**src/rtl/dec_irq_pkg.sv**
```systemverilog
package dec_irq_pkg;
  localparam int unsigned STAT_W     = 8;
  localparam int unsigned POS_DEC_N  = 0;
  localparam int unsigned POS_XEND_N = 1;
  localparam int unsigned POS_BUSY_N = 2;
  localparam int unsigned POS_VALID  = STAT_W - 1;

  typedef logic [STAT_W-1:0] stat_byte_t;

  typedef struct packed {
    logic dec_n;
    logic xend_n;
    logic busy_n;
    logic valid;
  } flag_set_t;
endpackage

```
**src/rtl/dec_restore_timer.sv**
```systemverilog
module dec_restore_timer #(
  parameter int unsigned RESTORE_CYCLES = 575
) (
  input  logic clk,
  input  logic rst,
  input  logic decode_done,
  input  logic stat_rd,
  output logic dec_n,
  output logic valid
);
  localparam int unsigned CW = $clog2(RESTORE_CYCLES + 1);

  logic [CW-1:0] cnt_q;
  logic          pend_q;

  always_ff @(posedge clk) begin
    if (rst) begin
      dec_n  <= 1'b1;
      valid  <= 1'b1;
      pend_q <= 1'b0;
      cnt_q  <= '0;
    end else if (decode_done) begin
      dec_n  <= 1'b0;
      valid  <= 1'b0;
      pend_q <= 1'b1;
      cnt_q  <= CW'(RESTORE_CYCLES - 1);
    end else if (stat_rd) begin
      dec_n  <= 1'b1;
      valid  <= 1'b1;
      pend_q <= 1'b0;
    end else if (pend_q) begin
      if (cnt_q == '0) begin
        dec_n  <= 1'b1;
        pend_q <= 1'b0;
      end else begin
        cnt_q <= cnt_q - 1'b1;
      end
    end
  end

  // a completion lowers the flag and the valid bit
  a_r2_done_clears: assert property (@(posedge clk) disable iff (rst)
    decode_done |=> (!dec_n && !valid));
  // a read without a completion raises the flag
  a_r4_read_sets: assert property (@(posedge clk) disable iff (rst)
    (stat_rd && !decode_done) |=> (dec_n && valid));
  // a low flag always has a restore in flight
  a_r3_low_pending: assert property (@(posedge clk) disable iff (rst)
    !dec_n |-> pend_q);
  // the count never exceeds its window
  a_r3_window: assert property (@(posedge clk) disable iff (rst)
    pend_q |-> (cnt_q < CW'(RESTORE_CYCLES)));
endmodule

```
**src/rtl/xfer_flag_ctrl.sv**
```systemverilog
module xfer_flag_ctrl (
  input  logic clk,
  input  logic rst,
  input  logic ctrl_wr,
  input  logic ctrl_oen,
  input  logic xfer_done,
  output logic xend_n,
  output logic busy_n
);
  always_ff @(posedge clk) begin
    if (rst) begin
      xend_n <= 1'b1;
      busy_n <= 1'b1;
    end else if (ctrl_wr && !ctrl_oen) begin
      xend_n <= 1'b1;
      busy_n <= 1'b1;
    end else if (ctrl_wr && ctrl_oen) begin
      xend_n <= 1'b1;
      busy_n <= 1'b0;
    end else if (xfer_done && !busy_n) begin
      xend_n <= 1'b0;
      busy_n <= 1'b1;
    end
  end

  // disabling output releases both flags
  a_r8_abort: assert property (@(posedge clk) disable iff (rst)
    (ctrl_wr && !ctrl_oen) |=> (xend_n && busy_n));
  // enabling output marks the transfer busy
  a_r6_start: assert property (@(posedge clk) disable iff (rst)
    (ctrl_wr && ctrl_oen) |=> (!busy_n && xend_n));
  // end flag only falls out of a busy transfer
  a_r7_end_from_busy: assert property (@(posedge clk) disable iff (rst)
    $fell(xend_n) |-> $past(!busy_n && xfer_done));
endmodule

```
**src/rtl/irq_edge_gen.sv**
```systemverilog
module irq_edge_gen (
  input  logic clk,
  input  logic rst,
  input  logic int_n,
  input  logic irq_ack,
  output logic irq_req
);
  logic prev_q;
  logic fall;

  assign fall = prev_q && !int_n;

  always_ff @(posedge clk) begin
    if (rst) begin
      prev_q  <= 1'b1;
      irq_req <= 1'b0;
    end else begin
      prev_q <= int_n;
      if (irq_ack)   irq_req <= 1'b0;
      else if (fall) irq_req <= 1'b1;
    end
  end

  // a new request needs a falling line
  a_r9_edge_only: assert property (@(posedge clk) disable iff (rst)
    $rose(irq_req) |-> ($past(prev_q) && !$past(int_n)));
  // acknowledge clears the request
  a_r10_ack_clears: assert property (@(posedge clk) disable iff (rst)
    irq_ack |=> !irq_req);
endmodule

```
**src/rtl/dec_irq_flags.sv**
```systemverilog
module dec_irq_flags
  import dec_irq_pkg::*;
#(
  parameter int unsigned RESTORE_CYCLES = 575
) (
  input  logic                clk,
  input  logic                rst,
  input  logic                decode_done,
  input  logic                stat_rd,
  input  logic                ctrl_wr,
  input  logic                ctrl_oen,
  input  logic                xfer_done,
  input  logic                irq_ack,
  output logic [STAT_W-1:0]   ifstat_o,
  output logic [STAT_W-1:0]   stat3_o,
  output logic                int_n_o,
  output logic                irq_req_o
);
  flag_set_t fl;

  dec_restore_timer #(.RESTORE_CYCLES(RESTORE_CYCLES)) u_timer (
    .clk         (clk),
    .rst         (rst),
    .decode_done (decode_done),
    .stat_rd     (stat_rd),
    .dec_n       (fl.dec_n),
    .valid       (fl.valid)
  );

  xfer_flag_ctrl u_xfer (
    .clk       (clk),
    .rst       (rst),
    .ctrl_wr   (ctrl_wr),
    .ctrl_oen  (ctrl_oen),
    .xfer_done (xfer_done),
    .xend_n    (fl.xend_n),
    .busy_n    (fl.busy_n)
  );

  assign int_n_o = fl.dec_n & fl.xend_n;

  irq_edge_gen u_irq (
    .clk     (clk),
    .rst     (rst),
    .int_n   (int_n_o),
    .irq_ack (irq_ack),
    .irq_req (irq_req_o)
  );

  stat_byte_t ifs, st3;
  always_comb begin
    ifs             = '1;
    ifs[POS_DEC_N]  = fl.dec_n;
    ifs[POS_XEND_N] = fl.xend_n;
    ifs[POS_BUSY_N] = fl.busy_n;
    st3             = '0;
    st3[POS_VALID]  = fl.valid;
  end
  assign ifstat_o = ifs;
  assign stat3_o  = st3;

  // out of reset all flags idle and no request
  a_r1_reset_idle: assert property (@(posedge clk)
    $past(rst) |-> (ifstat_o == '1 && !irq_req_o));
endmodule

```
**config.mk**
```make
export PLATFORM = sky130hd
export DESIGN_NAME = dec_irq_flags
export DESIGN_NICKNAME = d
export VERILOG_FILES = /design/src/rtl/dec_irq_pkg.sv /design/src/rtl/dec_restore_timer.sv /design/src/rtl/xfer_flag_ctrl.sv /design/src/rtl/irq_edge_gen.sv /design/src/rtl/dec_irq_flags.sv
export SDC_FILE = /design/constraint.sdc
export NUM_CORES = 1
export LEC_CHECK = 0
export ABC_AREA = 1
export BUFFER_PORTS_ARGS = -buffer_cell sky130_fd_sc_hd__buf_4
export CAP_MARGIN = 20
export CORE_MARGIN = 2
export CORE_UTILIZATION = 55
export DETAILED_ROUTE_END_ITERATION = 8
export HOLD_SLACK_MARGIN = 0.1
export PLACE_DENSITY = 0.82
export SYNTH_ARGS = -nofsm -noshare
export SYNTH_HDL_FRONTEND = slang
export SYNTH_SLANG_ARGS = --single-unit
```
**constraint.sdc**
```tcl
create_clock -name clk -period 2.55 [get_ports clk]
set_clock_uncertainty 0.1 [all_clocks]
set_input_delay 0.255 -clock clk [delete_from_list [all_inputs] [get_ports clk]]
set_output_delay 0.255 -clock clk [all_outputs]
set_load 0.05 [all_outputs]
```
**After elaboration in Yosys (flattened, before gate mapping)**

Index checks and enable logic that the tools add are counted.

- Flip-flop bits (word level): 17
- Memories kept: 0
- Memory bits (writable): 0
- Bits in latches: 0
- Memory bits (read-only): 0

- Reductions and logical operators: 20
- Bitwise logic cells: 3
- Eq/ne operators: 2
- Shifts and indexed selects: 0
- $add $sub $neg: 1
- Multipliers: 0
- Muxes and demuxes: 16
- Div/mod/pow operators: 0
- $lt $le $gt $ge: 0

Operators by type and width:

| kind | number |
|---|---|
| $mux W10 | 4 |
| $mux W1 | 12 |
| $logic_not A10 Y1 | 1 |
| $sub A10 B1 Y10 const B | 1 |
| $reduce_and A3 Y1 | 2 |
| $reduce_bool A2 Y1 | 3 |
| $reduce_bool A3 Y1 | 2 |
| $reduce_or A2 Y1 | 3 |
| $logic_and A1 B1 Y1 | 4 |
| $ne A2 B2 Y1 const B | 2 |
| $logic_not A1 Y1 | 3 |
| $reduce_or A3 Y1 | 1 |
| $not A1 Y1 | 2 |
| $reduce_and A2 Y1 | 1 |
| $and A1 B1 Y1 | 1 |

**Longest topological paths before layout**

- Depth after elaboration: 5
- Mapped depth: 11

**Hierarchy**

A second synthesis with hierarchy kept.

- Cells, all modules: 148
- Area, all modules: 994.7 µm²

By module, submodules not included:

| module | times used | area an instance (µm²) | cells each |
|---|---|---|---|
| dec_restore_timer | 1 | 735.7 | 112 |
| dec_irq_flags | 1 | 105.1 | 16 |
| irq_edge_gen | 1 | 77.6 | 10 |
| xfer_flag_ctrl | 1 | 76.3 | 10 |

**Worst setup path before layout**

OpenSTA, ideal clock, no wires.

- Kind: register to register
- From: register u_timer.cnt_q[0]
- To: register u_timer.cnt_q[3]
- Path slack: 1.198 ns
- Stages on the path, launching flop included: 11
- Period minus slack after synthesis: 1.352 ns
- Path buffers: 1
- Arrival time: 1.143 ns
- Path through: dfxtp_1 -> inv_1 -> ha_1 -> nand2_1 -> nor2_4 -> nand2_4 -> buf_6 -> nand4_1 -> nand3_1 -> nand2_1 -> inv_1

- Longest elaborated chain between the ends: 5

RTL lines:

| element | RTL line | RTL |
|---|---|---|
| from (decl) | dec_restore_timer.sv:13 | `logic [CW-1:0] cnt_q;` |
| from (signal assigned) | dec_restore_timer.sv:26 | `cnt_q <= CW'(RESTORE_CYCLES - 1);` |
| from (signal assigned) | dec_restore_timer.sv:36 | `cnt_q <= cnt_q - 1'b1;` |
| $sub A10 B1 Y10 | dec_restore_timer.sv:36 |  |
| $mux W10 | dec_restore_timer.sv:32 | `if (cnt_q == '0) begin` |
| $mux W10 | dec_restore_timer.sv:31 | `end else if (pend_q) begin` |
| $mux W10 | dec_restore_timer.sv:27 | `end else if (stat_rd) begin` |
| $mux W10 | dec_restore_timer.sv:22 | `end else if (decode_done) begin` |

Parallel ways exist; a longest one is shown, timed or not. The select of a mux whose other input is x is not followed.
A chain may end at the register's enable or synchronous reset.

**Worst setup path in the final report**

- From: input stat_rd
- To: register u_timer.cnt_q[8]

- Longest elaborated chain between the ends: 2

RTL lines:

| element | RTL line | RTL |
|---|---|---|
| from (decl) | dec_irq_flags.sv:9 | `input logic stat_rd,` |
| $not A1 Y1 (no line) | -- |  |
| $reduce_and A3 Y1 (no line) | -- |  |

Every way passes these cells.

==> results.ini <==
[clock_tree]
clk_latency_ns = 0.30
cts_setup_buffers = 0
cts_tree = yes
path_clk_slew_ns = 0.09
root_buffer = clkbuf_4
ctsResizeCount = 0
cts_sinks = 17
cts_buffers = 3
htreeDepth = 1
cts_hold_buf = 6
clock_path_buffers = 2

[sta]
setup_tns_ns = 0
maxSlewViolCount = 0
fmax_mhz = 564
setup_viol = 0
period_minus_slack_ns = 1.77
post-route-period-util = 0.695
rsz0062_at_grt = no
hold_viol = 0

[yosys]
synth_top_family_by_area = simple AND/OR/NAND/NOR gates
synth_cell_types = 25
ys_seq_area_frac = 0.329
async_flop_share = 0
netlist_area_mm2 = 0.00103
ys.flop_type = dfxtp_1
synth.area.mux_share = 0
synth_compound_gate_area_share = 0.0751
synth-xor-area-share = 0.0169
synthAdderAreaFrac = 0.0242
synth-simple-area-share = 0.332
synth_edf_count = 0
postSynthCellCount = 146
avgSynthCellArea_um2 = 7.08
synth-seq-cells = 17
yosys_warnings = 0

[floorplanning]
pin_count = 26
die_x_um = 47.4
core_mm2 = 0.00175
fp.dieH_um = 47.4
dieArea_mm2 = 0.00224
start_util = 0.592
fp-row-count = 15

[pwr]
total_power_uw = 606
leakage_nw = 0.576
ir_drop_uv = 363
powerDensity_mw_per_mm2 = 524

[placed_design]
portBuffers = 13
dpl.cell_count = 177
detailed_place_hpwl_um = 1450
gp_congestion = 0.854

[drt]
drt-initial-drc-count = 14
drt_pass1_iterations = 4
viasPerCell = 4.78
vias = 894
drc = 0
ant_nets = 0
wirelength_um = 2040
wire_per_inst_um = 10.9

[final_layout]
drive_gt1_frac = 0.204
stdcell_count = 187
seq_area_um2 = 340
area_growth_pct = 12.0
multi_input_area_um2 = 508
nNetsFinal = 173
fillers = 145
num_antenna_cells = 0
fin_util = 0.663

[flow_run]
maxCapViolCount = 0

[grt]
overflow = 0
grt_first_pass_wirelength_um = 3260
grt_use_total = 0.214
antenna_found_initial = 0
grt_pass1_vias = 831
grt_max_degree = 13

[status]
outcome = finished, final reports clean

[critical_path]
crit_type = input port to flop
path_max_fanout = 6
start_kind = input port
cp.arrival_ns = 1.91
end_kind = flop
worst_ep_required_time_ns = 2.68

[min_path]
hp-class = input port to flop

-- Yosys cell counts, types with 2 or more instances --
| master | count | area, um2 |
|---|---|---|
| ha_1 | 2 | 25.0 |
| o21ai_1 | 2 | 10.0 |
| conb_1 | 2 | 7.51 |
| nand2_4 | 2 | 22.5 |
| nand2_2 | 2 | 12.5 |
| inv_2 | 5 | 18.8 |
| inv_1 | 17 | 63.8 |
| xor2_1 | 2 | 17.5 |
| dfxtp_1 | 17 | 340 |
| nand3_2 | 3 | 30.0 |
| nand4_1 | 6 | 37.5 |
| buf_4 | 16 | 120 |
| nor2_4 | 2 | 22.5 |
| nor3_1 | 3 | 15.0 |
| nand3_1 | 9 | 45.0 |
| nor2_1 | 12 | 45.0 |
| nand2_1 | 30 | 113 |
| o21ai_0 | 2 | 10.0 |
| a21oi_1 | 6 | 30.0 |
-- cell usage in the layout (no fill, tap or decap) --
master and instances:
nand3_1 9, buf_4 14, nand2_1 30, nor2_4 2
clkbuf_4 3, nand4_1 6, clkbuf_1 1, nand2_4 2
dlygate4sd3_1 6, inv_1 17, xor2_1 2, conb_1 12
nor3_1 3, nand2_2 2, a21boi_2 1, nand3_2 3
a21oi_1 6, a21oi_2 1, o21ai_0 2, o31ai_1 1
ha_1 2, clkinv_1 1, dfxtp_1 17, nor2_1 12
inv_2 5, o21ai_1 2
-- area by class of cell --
class | count | share of cell area
inverter | 23 | 0.0746
multi-input combinational | 98 | 0.439
timing repair buffer | 20 | 0.143
tap | 25 | 0.0270
clock buffer | 4 | 0.0227
sequential | 17 | 0.294
-- per-layer routing --
metal / global-route usage / up-vias / share of wire
met2: 0.378 / 25 / 0.52
met4: 0.139 / 0 / 0.038
met3: 0.0577 / 11 / 0.031
met1: 0.218 / 399 / 0.41
met5: 0 / - / 0
li1: - / 459 / -
-- worst max-delay path: stages --
cell and delay [ns]:
dlygate4sd3_1 0.54, buf_4 0.14, nor2_1 0.30, a21boi_2 0.31
nand3_1 0.13, nand2_1 0.10, nand2_1 0.05, nor2_1 0.08
-- power breakdown --
part / leakage (nW) / switching (mW) / internal, mW
clock network: 0.0150 / 0.0854 / 0.0610
logic: 0.421 / 0.123 / 0.0479
registers: 0.141 / 0.00994 / 0.279
-- cell families after synthesis --
group / count (synthesis)
and+or+nand+nor: 69
other: 2
xor gates and xnor gates: 2
buffers and inverters: 41
AOI/OAI and AO/OA: 13
DFF: 17
adders and majority gates: 2
-- metrics by stage --
stage	worst slack (ns)	instance area (um2)	hold slack, ns
floorplan	1.20	1070	0.217
global placement	1.03	1070	0.320
detailed placement	0.977	1070	0.325
CTS	0.797	1160	0.122
global route	0.659	1160	0.133
finish	0.778	1160	0.131
-- worst paths after layout --
| kind | startpoint | endpoint | slack [ns] | depth (start not counted) |
|---|---|---|---|---|
| worst min register to register | u_timer.cnt_q[7]$_SDFFE_PP0P_ | u_timer.cnt_q[7]$_SDFFE_PP0P_ | 0.39 | 2 |
| worst max register to register | u_timer.cnt_q[0]$_SDFFE_PP0P_ | u_timer.cnt_q[1]$_SDFFE_PP0P_ | 0.95 | 9 |
| worst max-delay path | stat_rd | u_timer.cnt_q[8]$_SDFFE_PP0P_ | 0.78 | 8 |
| worst min-delay path | ctrl_oen | u_xfer.busy_n$_SDFFE_PP1P_ | 0.13 | 4 |
-- registers in the layout, indices dropped and copies added (netlist names) --
| name | flops |
|---|---|
| u_xfer.busy_n | 1 |
| u_timer.valid | 1 |
| u_xfer.xend_n | 1 |
| u_timer.cnt_q | 10 |
| u_timer.pend_q | 1 |
| u_irq.irq_req | 1 |
| u_irq.prev_q | 1 |
| u_timer.dec_n | 1 |
Power figures use the tool's default switching activity.
